## src/rtl/wdsup_pkg.sv

```systemverilog
package wdsup_pkg;

  typedef enum logic [1:0] {
    WD_POR,
    WD_CLOSED,
    WD_OPEN,
    WD_PULSE
  } wd_state_e;

  function automatic int at_least_one(input int v);
    return (v < 1) ? 1 : v;
  endfunction

endpackage

```

## src/rtl/wdsup_supply_filter.sv

```systemverilog
module wdsup_supply_filter #(
  parameter int FILTER_TICKS = 4
) (
  input  logic clk_i,
  input  logic rst_ni,
  input  logic raw_i,
  output logic good_o
);
  localparam int FT = wdsup_pkg::at_least_one(FILTER_TICKS);
  localparam int CW = $clog2(FT + 1);

  logic [CW-1:0] low_cnt;

  // good rises at once, falls only after FT low samples in a row
  always_ff @(posedge clk_i or negedge rst_ni) begin
    if (!rst_ni) begin
      low_cnt <= '0;
      good_o  <= 1'b0;
    end else if (raw_i) begin
      low_cnt <= '0;
      good_o  <= 1'b1;
    end else if (low_cnt >= CW'(FT - 1)) begin
      good_o  <= 1'b0;
    end else begin
      low_cnt <= low_cnt + 1'b1;
    end
  end
endmodule

```

## src/rtl/wdsup_clr_edge.sv

```systemverilog
module wdsup_clr_edge #(
  parameter int SYNC_STAGES = 2
) (
  input  logic clk_i,
  input  logic rst_ni,
  input  logic clr_i,
  output logic fall_o
);
  localparam int NS = (SYNC_STAGES < 1) ? 1 : SYNC_STAGES;

  // [NS-1:0] synchronizer, [NS] previous synchronized value
  logic [NS:0] shift_q;

  always_ff @(posedge clk_i or negedge rst_ni) begin
    if (!rst_ni) shift_q <= '1;
    else         shift_q <= {shift_q[NS-1:0], clr_i};
  end

  assign fall_o = shift_q[NS] & ~shift_q[NS-1];
endmodule

```

## src/rtl/wdsup_window_fsm.sv

```systemverilog
module wdsup_window_fsm
  import wdsup_pkg::*;
#(
  parameter int TWD_TICKS     = 1000,
  parameter int GOOD_SERVICES = 3
) (
  input  logic clk_i,
  input  logic rst_ni,
  input  logic good_i,
  input  logic fall_i,
  output logic rst_n_o,
  output logic en_n_o
);
  localparam int POR_T    = at_least_one(TWD_TICKS);
  localparam int CLOSED_T = at_least_one((4 * TWD_TICKS) / 5);
  localparam int OPEN_T   = at_least_one((2 * TWD_TICKS) / 5);
  localparam int PULSE_T  = at_least_one(TWD_TICKS / 40);
  localparam int NEED     = at_least_one(GOOD_SERVICES);
  localparam int TW       = $clog2(POR_T + 1);
  localparam int SW       = $clog2(NEED + 1);

  wd_state_e     state_q;
  logic [TW-1:0] tmr_q;
  logic [SW-1:0] svc_q;

  always_ff @(posedge clk_i or negedge rst_ni) begin
    if (!rst_ni) begin
      state_q <= WD_POR;
      tmr_q   <= '0;
      svc_q   <= '0;
      rst_n_o <= 1'b0;
      en_n_o  <= 1'b1;
    end else if (!good_i) begin
      // brown-out override: restart the whole power-up sequence
      state_q <= WD_POR;
      tmr_q   <= '0;
      svc_q   <= '0;
      rst_n_o <= 1'b0;
      en_n_o  <= 1'b1;
    end else begin
      unique case (state_q)
        WD_POR: begin
          if (tmr_q == TW'(POR_T - 1)) begin
            state_q <= WD_CLOSED;
            tmr_q   <= '0;
            rst_n_o <= 1'b1;
          end else begin
            tmr_q <= tmr_q + 1'b1;
          end
        end
        WD_CLOSED: begin
          if (fall_i) begin
            state_q <= WD_PULSE;
            tmr_q   <= '0;
            svc_q   <= '0;
            rst_n_o <= 1'b0;
            en_n_o  <= 1'b1;
          end else if (tmr_q == TW'(CLOSED_T - 1)) begin
            state_q <= WD_OPEN;
            tmr_q   <= '0;
          end else begin
            tmr_q <= tmr_q + 1'b1;
          end
        end
        WD_OPEN: begin
          if (fall_i) begin
            state_q <= WD_CLOSED;
            tmr_q   <= '0;
            if (svc_q < SW'(NEED))      svc_q  <= svc_q + 1'b1;
            if (svc_q >= SW'(NEED - 1)) en_n_o <= 1'b0;
          end else if (tmr_q == TW'(OPEN_T - 1)) begin
            state_q <= WD_PULSE;
            tmr_q   <= '0;
            svc_q   <= '0;
            rst_n_o <= 1'b0;
            en_n_o  <= 1'b1;
          end else begin
            tmr_q <= tmr_q + 1'b1;
          end
        end
        WD_PULSE: begin
          // clear edges ignored here
          if (tmr_q == TW'(PULSE_T - 1)) begin
            state_q <= WD_CLOSED;
            tmr_q   <= '0;
            rst_n_o <= 1'b1;
          end else begin
            tmr_q <= tmr_q + 1'b1;
          end
        end
        default: begin
          state_q <= WD_POR;
          tmr_q   <= '0;
        end
      endcase
    end
  end
endmodule

```

## src/rtl/wd_supervisor.sv

```systemverilog
module wd_supervisor #(
  parameter int TWD_TICKS     = 1000,
  parameter int FILTER_TICKS  = 4,
  parameter int SYNC_STAGES   = 2,
  parameter int GOOD_SERVICES = 3
) (
  input  logic clk_i,
  input  logic rst_ni,
  input  logic supply_ok_i,
  input  logic clr_i,
  output logic rst_n_o,
  output logic en_n_o
);
  logic supply_good;
  logic clr_fall;

  wdsup_supply_filter #(
    .FILTER_TICKS(FILTER_TICKS)
  ) u_filt (
    .clk_i (clk_i),
    .rst_ni(rst_ni),
    .raw_i (supply_ok_i),
    .good_o(supply_good)
  );

  wdsup_clr_edge #(
    .SYNC_STAGES(SYNC_STAGES)
  ) u_edge (
    .clk_i (clk_i),
    .rst_ni(rst_ni),
    .clr_i (clr_i),
    .fall_o(clr_fall)
  );

  wdsup_window_fsm #(
    .TWD_TICKS    (TWD_TICKS),
    .GOOD_SERVICES(GOOD_SERVICES)
  ) u_fsm (
    .clk_i  (clk_i),
    .rst_ni (rst_ni),
    .good_i (supply_good),
    .fall_i (clr_fall),
    .rst_n_o(rst_n_o),
    .en_n_o (en_n_o)
  );
endmodule

```

## config.mk

```make
export PLATFORM = sky130hd
export DESIGN_NAME = wd_supervisor
export DESIGN_NICKNAME = d
export VERILOG_FILES = /design/src/rtl/wdsup_pkg.sv /design/src/rtl/wdsup_supply_filter.sv /design/src/rtl/wdsup_clr_edge.sv /design/src/rtl/wdsup_window_fsm.sv /design/src/rtl/wd_supervisor.sv
export SDC_FILE = /design/constraint.sdc
export NUM_CORES = 1
export LEC_CHECK = 0
export CORE_UTILIZATION = 66
export DETAILED_ROUTE_END_ITERATION = 16
export DONT_BUFFER_PORTS = 1
export GPL_ROUTABILITY_DRIVEN = 0
export GPL_TIMING_DRIVEN = 1
export PLACE_DENSITY = 0.82
export SYNTH_ARGS = -nofsm -noshare
export SYNTH_HDL_FRONTEND = slang
export SYNTH_HIERARCHICAL = 1
export SYNTH_SLANG_ARGS = --single-unit
```

## constraint.sdc

```tcl
create_clock -name clk_i -period 5.3 [get_ports clk_i]
set_input_delay 1.325 -clock clk_i [delete_from_list [all_inputs] [get_ports clk_i]]
set_output_delay 1.325 -clock clk_i [all_outputs]
set_load 0.05 [all_outputs]
```

== After elaboration in Yosys (flattened, before gate mapping) ==
Index checks and enable logic that the tools add are counted.

* Word-level logic and storage cells: 79
* Input port bits: 4
* Output and inout bits: 2
* Bits in registers: 23

* Bitwise logic cells: 2
* Add/sub/neg operators: 3
* Reduce and logical (&&, ||, !) cells: 6
* Multiplexer cells: 39
* Equal/unequal tests: 18
* $lt $le $gt $ge: 3

{| class="wikitable"
|+ Operators with widths
! kind !! count
|-
| 10-bit two-way mux || 7
|-
| 10-bit case mux with 4 select lines || 1
|-
| 2-bit two-way mux || 12
|-
| 10-bit == test, second input constant || 2
|-
| 4-bit by 3-bit inequality test with 1-bit output, second input constant || 4
|-
| 1-bit two-way mux || 13
|-
| 4-bit AND reduction || 3
|-
| 10-bit by 1-bit adder with 10-bit output, second input constant || 1
|-
| 10-bit by 5-bit == test with 1-bit output, second input constant || 1
|-
| 10-bit by 9-bit == test with 1-bit output, second input constant || 1
|-
| 3-bit by 2-bit inequality test with 1-bit output, second input constant || 3
|-
| 2-bit case mux with 4 select lines || 1
|-
| 3-bit two-way mux || 2
|-
| 3-bit inequality test, second input constant || 2
|-
| 5-bit AND reduction || 1
|-
| 2-bit == test, second input constant || 2
|-
| 1-bit case mux with 4 select lines || 1
|-
| 2-bit case mux with 2 select lines || 1
|-
| 3-bit by 1-bit adder with 3-bit output, second input constant || 1
|-
| 3-bit by 2-bit >= comparator with 1-bit output, second input constant || 1
|-
| 3-bit by 1-bit inequality test with 1-bit output, second input constant || 1
|-
| 2-bit by 1-bit adder with 2-bit output, second input constant || 1
|-
| 2-bit by 1-bit == test with 1-bit output, second input constant || 1
|-
| 2-bit >= comparator, second input constant || 1
|-
| other kinds (7) || 7
|}

== Longest topological paths before layout ==
Gate-level depths: netlist (run 1).

* Depth after elaboration: 5
* Gate-level depth with buffers: 8
* Gate-level depth less buffers: 7

== Modules after synthesis ==
The synthesis (run 1) kept the hierarchy.

{| class="wikitable"
|+ Modules (own cells, without submodules)
! module !! instances !! cells an instance !! seq. area each (µm²) !! area an instance (µm²)
|-
| wdsup_window_fsm || 1 || 106 || 401.6 || 1034.7
|-
| wdsup_supply_filter || 1 || 17 || 100.1 || 200.2
|-
| wdsup_clr_edge || 1 || 4 || 78.8 || 92.6
|}

== Worst setup path after synthesis (run 1) ==
No wires, ideal clock.

* Path type: reg-to-output
* Start: register u_fsm.en_n_o
* End: output en_n_o
* Required time: 3.975 ns
* Data arrival time: 0.664 ns
* Cell stages (with the launch flop): 1
* Buffers on the path: 0
* Slack: 3.311 ns
* Cell sequence: dfstp_2

{| class="wikitable"
|+ RTL lines
! element !! RTL line !! RTL
|-
| start, declared || wdsup_window_fsm.sv:12 || <nowiki>output logic en_n_o</nowiki>
|-
| start signal, assigned || wdsup_window_fsm.sv:32 || <nowiki>en_n_o <= 1'b1;</nowiki>
|-
| start signal, assigned || wdsup_window_fsm.sv:39 || <nowiki>en_n_o <= 1'b1;</nowiki>
|-
| start signal, assigned || wdsup_window_fsm.sv:57 || <nowiki>en_n_o <= 1'b1;</nowiki>
|-
| end, declared || wd_supervisor.sv:12 || <nowiki>output logic en_n_o</nowiki>
|}

No word-level cell between the ends.

== Worst setup path in the final report (run 1) ==
* Start: register u_fsm.en_n_o
* End: output en_n_o

No word-level cell between the ends.

==> results of run 1 <==
[sequential cells by signal, summed over array words and instances, names as in the netlist]
name	cells
u_filt/good_o	1
u_fsm/svc_q	2
u_filt/low_cnt	3
u_fsm/state_q	2
u_fsm/rst_n_o	1
u_fsm/tmr_q	10
u_fsm/en_n_o	1
u_edge/shift_q	3
[cells by family after synthesis]
logic type	count (synthesis)	synth area share, %
xor gates and xnor gates	8	5.28
and+or+nand+nor	47	20.6
muxes	1	0.754
AOI/OAI and AO/OA	24	15.3
adders and majority gates	11	10.4
buffers and inverters	13	3.96
DFF	23	43.7
[final timing paths]
kind                                               end  cells past startpoint                         from  slack, ns
max                                             en_n_o                      0     u_fsm/en_n_o$_DFFE_PN1P_       2.95
min                        u_edge/shift_q[1]$_DFF_PN1_                      0  u_edge/shift_q[0]$_DFF_PN1_       0.37
max reg2reg                 u_fsm/svc_q[0]$_DFFE_PN0P_                      6     u_fsm/tmr_q[0]$_DFF_PN0_       3.27
min reg2reg                u_edge/shift_q[1]$_DFF_PN1_                      0  u_edge/shift_q[0]$_DFF_PN1_       0.37
max in group asynchronous     u_fsm/en_n_o$_DFFE_PN1P_                      0                       rst_ni       4.45
min in group asynchronous     u_fsm/tmr_q[9]$_DFF_PN0_                      0                       rst_ni       0.68
[stage by stage]
| step | hold WS (ns) | setup WS [ns] | cells | instance area, um^2 |
|---|---|---|---|---|
| after global placement | 0.347 | 3.31 | 151 | 1350 |
| after detailed placement | 0.350 | 3.29 | 151 | 1350 |
| final | 0.369 | 2.95 | 155 | 1380 |
| after global routing | 0.372 | 2.91 | 155 | 1380 |
| after floorplan | 0.345 | 3.31 | 127 | 1330 |
| after CTS | 0.369 | 2.94 | 155 | 1380 |
[cells in the final DEF, fill, tap and decap left out, drive strengths merged, types with 4 or more instances in the layout]
cell   count
a21oi      5
and3       4
dfrtp     19
dfstp      4
ha        11
inv       12
nand2      7
nor2      14
nor3       6
o21ai      5
xnor2      5
[layer usage]
| metal | track usage, % | vias up |
|---|---|---|
| li1 | - | 456 |
| met4 | 6.29 | 0 |
| met1 | 34.6 | 429 |
| met2 | 43.1 | 19 |
| met3 | 8.46 | 2 |
| met5 | 0 | - |
[area by class of cell]
type / count / area [um^2]
multi-input cells: 91 / 694
flip-flops and latches: 23 / 581
fillers: 120 / 420
inverters: 12 / 45.0
well taps: 25 / 31.3
clock buffers: 3 / 22.5
clock inverters: 1 / 7.51
[where the power goes]
group	internal (mW)	leakage [nW]	switching, mW	total (mW)
sequential	0.206	0.295	0.0439	0.250
clock	0.0288	0.0139	0.0543	0.0831
combinational	0.0636	0.341	0.0651	0.129
==> results.cfg, run 1 <==
[run_status]
status = finished, final reports clean

[drt]
drtPass1Iterations = 4
highest_layer = met4
num_vias = 906
first_iter_violations = 21
drt-met1-wl_mm = 1.10
wire_per_inst_um = 15.3
ant_nets = 0
avgViaCountPerCell = 5.85
post-route-drc-count = 0
met2WireLength_mm = 1.17
wl_met3_um = 83
wirelength_mm = 2.37

[floorplan]
die_x_um = 46.9
die_height_um = 46.9
core_mm2 = 0.00180
pin_count = 6
num_rows = 15
dieArea_mm2 = 0.00219
initial_utilization_pct = 73.7

[worst_setup_path]
arrival_ns = 1.03
startpoint_type = flip-flop
crit_path_end_kind = primary output
worstPathMaxFanout = 2
crit_type = reg2out
worstPathRequired_ns = 3.97

[global_routing]
antenna_found_initial = 0
grt_pass1_wl_mm = 4.04
track_usage_pct = 26.4
grt_pass1_vias = 921
grt_max_degree = 24
overflow = 0

[clock_tree]
post_cts_resized = 0
cts-buffers-inserted = 3
htreeDepth = 1
cts_buffer_depth = 2
cts_root_buffer = clkbuf_4
cts_tree = done
post_cts_buffers = 0
cts.clk_slew.worst_paths_ns = 0.13
clock_sinks = 23
clk_latency_ns = 0.31
postCtsHoldBufs = 0

[timing]
period_needed_ns = 2.35
maxSlewViolCount = 0
tightest_slew_ns = 0.497
finalSetupViolCount = 0
fin_crit_sh_pct = 44.4
fin_setup_tns_ns = 0
final_hold_viol_count = 0
fmax_mhz = 425
rsz0062_at_grt = no
fin_skew_ns = 0.00189
slew_headroom_pct = 66.8

[job]
maxCapViolations = 0

[yosys]
post-synth-top-count-cell = dfrtp_1
avgSynthCellArea_um2 = 10.5
syn_area_mm2 = 0.00133
synth_nets = 142
yosys_register_bits = 23
synthCells = 127
yosysTopAreaCellShare_pct = 35.8
synth_area_leader_cell = dfrtp_1
synth_cell_types = 41
synth_commonest_cells = 19 x dfrtp_1, 14 x nor2_1, 12 x inv_1
synth_area_leaders = dfrtp_1 36%, ha_1 10%, dfstp_2 7.9%, nor2_1 4.0%, inv_1 3.4%
synth_enable_flop_cells = 0
synth_flop_cell = dfrtp_1
async_reset_ff_share_pct = 100
ys_warn_count = 6
ys_seq_area_share_pct = 43.7

[power]
power_leakage_nw = 0.650
powerDensity_mw_per_mm2 = 335
p_total_mw = 0.462
ir_drop_mv = 0.411

[layout]
antenna_cells = 0
nNetsFinal = 146
drive_above_1_share_pct = 14.6
fin_util_pct = 76.7
area_growth_pct = 4.05

[placement]
place.port_buffers = 0
dp_hpwl_mm = 1.76

[min_path]
hp-class = reg2reg
Note: power is estimated with default switching activity, not from simulation.
==> run 2: changes to the inputs <==
--- a/config.mk
+++ b/config.mk
@@ -5,12 +5,13 @@
 export SDC_FILE = /design/constraint.sdc
 export NUM_CORES = 1
 export LEC_CHECK = 0
-export CORE_UTILIZATION = 66
+export ABC_AREA = 1
+export CORE_UTILIZATION = 56
 export DETAILED_ROUTE_END_ITERATION = 16
 export DONT_BUFFER_PORTS = 1
 export GPL_ROUTABILITY_DRIVEN = 0
 export GPL_TIMING_DRIVEN = 1
-export PLACE_DENSITY = 0.82
+export PLACE_DENSITY = 0.74
 export SYNTH_ARGS = -nofsm -noshare
 export SYNTH_HDL_FRONTEND = slang
 export SYNTH_HIERARCHICAL = 1
==> constraint.sdc (replaced) <==
create_clock -name clk_i -period 2 [get_ports clk_i]
set_input_delay 0.5 -clock clk_i [delete_from_list [all_inputs] [get_ports clk_i]]
set_output_delay 0.5 -clock clk_i [all_outputs]
set_load 0.05 [all_outputs]
==> results.cfg, run 2 <==
[floorplan]
initial_utilization_pct = 62.0
die_height_um = 52.7
core_mm2 = 0.00232
dieArea_mm2 = 0.00277
num_rows = 17
die_x_um = 52.7
pin_count = 6

[yosys]
synth_commonest_cells = 61 x nand2_1, 29 x nor2_1, 25 x inv_1
synthCells = 199
async_reset_ff_share_pct = 100
syn_area_mm2 = 0.00144
synth_area_leaders = dfrtp_1 33%, nand2_1 16%, ha_1 9.6%, nor2_1 7.6%, dfstp_2 7.3%
synth_area_leader_cell = dfrtp_1
yosys_register_bits = 23
avgSynthCellArea_um2 = 7.22
yosysTopAreaCellShare_pct = 33.1
ys_warn_count = 6
synth_cell_types = 20
post-synth-top-count-cell = nand2_1
synth_nets = 214
ys_seq_area_share_pct = 40.4
synth_enable_flop_cells = 0
synth_flop_cell = dfrtp_1

[clock_tree]
clk_latency_ns = 0.31
cts_buffer_depth = 2
cts_root_buffer = clkbuf_4
htreeDepth = 1
cts_tree = done
cts.clk_slew.worst_paths_ns = 0.12
clock_sinks = 23
cts-buffers-inserted = 3

[placement]
place.port_buffers = 0
dp_hpwl_mm = 1.94
dp.cells = 227

[worst_setup_path]
arrival_ns = 1.93
rrSetupSlack_ns = 0.32
critPathLaunch = u_fsm/state_q[0]$_DFFE_PN0P_
crit_type = reg2reg
crit-reg2reg-launch = u_fsm/state_q[0]$_DFFE_PN0P_
crit_path_end_kind = flip-flop
worstPathRequired_ns = 2.24
worstPathMaxFanout = 6
startpoint_type = flip-flop

[power]
ir_drop_mv = 0.796
powerDensity_mw_per_mm2 = 1170
power_leakage_nw = 0.790

[min_path]
hp-class = in2reg
hold_start = clr_i

[drt]
wirelength_mm = 2.60
first_iter_violations = 36
post-route-drc-count = 0
drtPass1Iterations = 4
avgViaCountPerCell = 5.35
ant_nets = 0
num_vias = 1241
wire_per_inst_um = 11.2

[timing]
slew_headroom_pct = 33.4
maxSlewViolCount = 0
final_hold_viol_count = 0
finalSetupViolCount = 0
fin_setup_tns_ns = 0
fin_skew_ns = 0.00390
tightest_slew_ns = 0.996
rsz0062_at_grt = no
fmax_mhz = 594
fin_crit_sh_pct = 84.2
period_needed_ns = 1.68

[layout]
final_common_cell = nand2_1
antenna_cells = 0
reg_top3 = u_fsm/tmr_q (10), u_edge/shift_q (3), u_filt/low_cnt (3)
drive_above_1_share_pct = 10.3
fin_cells = 232
area_growth_pct = 5.05
nNetsFinal = 220
largest_register_ffs = 10
top_register = u_fsm/tmr_q
final_cell_mix = 61 x nand2_1, 29 x nor2_1, 25 x inv_1
fill_cells = 198

[global_routing]
grt_max_degree = 24
antenna_found_initial = 0
overflow = 0
grt_pass1_wl_mm = 4.56
track_usage_pct = 22.9
grt_pass1_vias = 1168

[job]
maxCapViolations = 0

[run_status]
status = finished, final reports clean
run 2: changes by cell type after synthesis, moves of 3 or more:
cell,change
inv_2,+3
nor4b_1,-3
nand2_2,+4
nand3_1,+12
nor2_1,+15
and3_1,-4
inv_1,+13
a21oi_1,+3
nor3_1,-4
nand2_1,+54
xnor2_1,-5
run 2: cells by family (layout without fill, tap and decap cells):
group                      Yosys count  in the layout  synth area share [%]
AOI/OAI and AO/OA                   14             14                  5.13
adders and majority gates           11             11                  9.57
buffers and inverters               28             33                  7.31
and+or+nand+nor                    120            120                  35.8
DFF                                 23             23                  40.4
xor gates and xnor gates             3              3                  1.83
run 2: timing repair:
action	CTS	global route
hold endpoints to repair	23	0
setup buffers	0	0
resized for setup	0	0
hold buffers	1	0
run 2: final timing paths:
| kind | endpoint | depth (start not counted) |
|---|---|---|
| max | u_fsm/svc_q[0]$_DFFE_PN0P_ | 8 |
| min | u_edge/shift_q[0]$_DFF_PN1_ | 0 |
| max reg2reg | u_fsm/svc_q[0]$_DFFE_PN0P_ | 8 |
| min reg2reg | u_edge/shift_q[1]$_DFF_PN1_ | 0 |
| max in group asynchronous | u_filt/low_cnt[2]$_DFFE_PN0P_ | 1 |
| min in group asynchronous | u_fsm/tmr_q[7]$_DFF_PN0_ | 1 |
run 2: layout make-up:
| type | instances | area (um^2) | share of cell area (%) |
|---|---|---|---|
| Tap cell | 28 | 35.0 | 2.32 |
| Sequential cell | 23 | 581 | 38.4 |
| Multi-Input combinational cell | 148 | 752 | 49.8 |
| Clock buffer | 3 | 22.5 | 1.49 |
| Timing Repair Buffer | 1 | 10.0 | 0.663 |
| Inverter | 28 | 105 | 6.96 |
| Clock inverter | 1 | 5.00 | 0.331 |
run 2: stage by stage:
step                      hold WS [ns]  util [%]  instance area (um^2)  setup WS (ns)  total power, mW
after CTS                        0.152      65.1                  1510          0.342             1.78
after global placement           0.205      63.5                  1470          0.416             1.51
after detailed placement         0.205      63.5                  1470          0.367             1.54
after floorplan                  0.204         -                  1440          0.587             1.38
after global routing             0.139      65.1                  1510          0.134             1.96
final                            0.170      65.1                  1510          0.317             1.77
run 2: routing by layer:
layer	GRT usage (%)	share of wire, %	vias up
met5	0	0	-
met4	12.7	2.0	0
met3	3.77	4.4	8
met2	37.8	45	42
met1	28.0	48	564
li1	-	-	627
run 2: where the power goes:
part	internal, mW	total [mW]	switching [mW]
sequential	0.585	0.772	0.187
combinational	0.282	0.784	0.502
clock	0.0748	0.214	0.139
total	0.941	1.77	0.828
run 2: worst max-delay path: stages, from the launching register on:
cell and delay (ns):
dfrtp_1 0.43, inv_1 0.13, ha_1 0.30, nand2_1 0.13
nor2_1 0.25, a21oi_1 0.11, nand3_1 0.14, nand2_1 0.06
o21ai_0 0.07
==> run 3: changes to the inputs <==
==> constraint.sdc (replaced) <==
create_clock -name clk_i -period 1.5 [get_ports clk_i]
set_input_delay 0.375 -clock clk_i [delete_from_list [all_inputs] [get_ports clk_i]]
set_output_delay 0.375 -clock clk_i [all_outputs]
set_load 0.05 [all_outputs]
==> results.cfg, run 3 (synthesized netlist as in run 2, its figures left out) <==
[timing]
fin_crit_sh_pct = 100
fin_skew_ns = 0.00107
worst_slack_ns = -0.000656
whs_ns = 0.0535
final_hold_viol_count = 0
fin_setup_tns_ns = -0.000656
fmax_mhz = 666
period_needed_ns = 1.50
finalSetupViolCount = 1
tightest_slew_ns = 0.987
slew_headroom_pct = 34.2
maxSlewViolCount = 0
rsz0062_at_grt = yes

[worst_setup_path]
arrival_ns = 1.71
worstPathRequired_ns = 1.71
worstPathCellList = inv_2 > ha_1 > nand2_1 > nor2_2 > nand2_1 > a21oi_2 > nand2_2 > inv_2 > nor2_1
critPathLaunch = u_fsm/tmr_q[0]$_DFF_PN0_
crit-reg2reg-launch = u_fsm/tmr_q[0]$_DFF_PN0_
startpoint_type = flip-flop
worstPathMaxFanout = 5
crit_type = reg2reg
cp_slowest_cell = dfrtp_1
cpPeakStageDelay_ns = 0.45
crit_path_end_kind = flip-flop

[clock_tree]
cts.clk_slew.worst_paths_ns = 0.12
htreeDepth = 1
clock_sinks = 23
cts_root_buffer = clkbuf_4
cts-buffers-inserted = 3
cts_buffer_depth = 2
cts_tree = done
clk_latency_ns = 0.30

[drt]
num_vias = 1346
first_iter_violations = 44
post-route-drc-count = 0
drtPass1Iterations = 4
wire_per_inst_um = 13.8
wirelength_mm = 3.34
avgViaCountPerCell = 5.56
ant_nets = 0

[floorplan]
pin_count = 6
core_mm2 = 0.00232
dieArea_mm2 = 0.00277
initial_utilization_pct = 62.0
die_height_um = 52.7
die_x_um = 52.7
num_rows = 17

[global_routing]
overflow = 0
grt_pass1_wl_mm = 5.19
antenna_found_initial = 0
grt_max_degree = 24
track_usage_pct = 25.9
grt_pass1_vias = 1211

[placement]
dp.cells = 232
dp_hpwl_mm = 2.19
place.port_buffers = 0
pre_cts_slack_ns = -0.0759
post_dp_cell_area_mm2 = 0.00151

[power]
p_total_mw = 2.76
power_leakage_nw = 0.855
powerDensity_mw_per_mm2 = 1590
ir_drop_mv = 1.21

[layout]
fin_cells = 242
reg_top3 = u_fsm/tmr_q (10), u_edge/shift_q (3), u_filt/low_cnt (3)
antenna_cells = 0
nNetsFinal = 230
fin_util_pct = 75.1
top_register = u_fsm/tmr_q
final_cell_mix = 49 x nand2_1, 23 x inv_1, 22 x nor2_1
drive_above_1_share_pct = 29.0
largest_register_ffs = 10
final_area_mm2 = 0.00174
final_common_cell = nand2_1
area_growth_pct = 21.1

[min_path]
hold_start = clr_i
hp-class = in2reg

[run_status]
status = complete, but fails checks
violations = negative setup slack

[job]
maxCapViolations = 0
[run 3: cell type report]
type,instances,area [um^2]
Multi-Input combinational cell,148,903
Sequential cell,23,584
Fill cell,172,577
Inverter,28,105
Timing Repair Buffer,10,80.1
Tap cell,28,35.0
Clock buffer,4,26.3
Timing Repair inverter,1,7.51
[run 3: repair_timing]
| action | CTS | global route |
|---|---|---|
| setup buffers | 1 | 3 |
| pin swaps | 4 | 14 |
| setup endpoints to repair | 16 | 35 |
| cloned | 0 | 1 |
| gates resized for setup | 9 | 36 |
| hold buffers | 1 | 0 |
| endpoints found under the hold margin | 23 | 0 |
[run 3: path summary, 6_finish.rpt]
check	endpoint	slack (ns)	cells after the start
max	u_fsm/tmr_q[4]$_DFF_PN0_	-0.0007	9
min	u_edge/shift_q[0]$_DFF_PN1_	0.05	0
max reg2reg	u_fsm/tmr_q[4]$_DFF_PN0_	-0.0007	9
min reg2reg	u_edge/shift_q[1]$_DFF_PN1_	0.37	0
max in group asynchronous	u_fsm/tmr_q[3]$_DFF_PN0_	0.55	1
min in group asynchronous	u_fsm/rst_n_o$_DFFE_PN0P_	0.29	1
[run 3: critical path: cells and delay by family (launching register included)]
kind	cells	cell delay [ns]
flip-flops	1	0.45
AND/OR/NAND/NOR	5	0.45
buffers and inverters	2	0.19
AO/OA/AOI/OAI	1	0.18
adder cells (fa/ha/maj)	1	0.14
[run 3: report_power, final]
group / leakage (nW) / total, mW / switching, mW / internal, mW
logic: 0.552 / 1.44 / 0.875 / 0.561
registers: 0.289 / 1.05 / 0.267 / 0.784
clock network: 0.0150 / 0.277 / 0.174 / 0.104
[run 3: metal layers]
metal,global-route usage [%],routed length (um),part of all wire (%),vias to the layer above
li1,-,-,-,647
met1,33.8,1400,42,641
met2,43.7,1670,50,50
met3,4.06,219,6.6,8
met4,8.33,54,1.6,0
met5,0,0,0,-
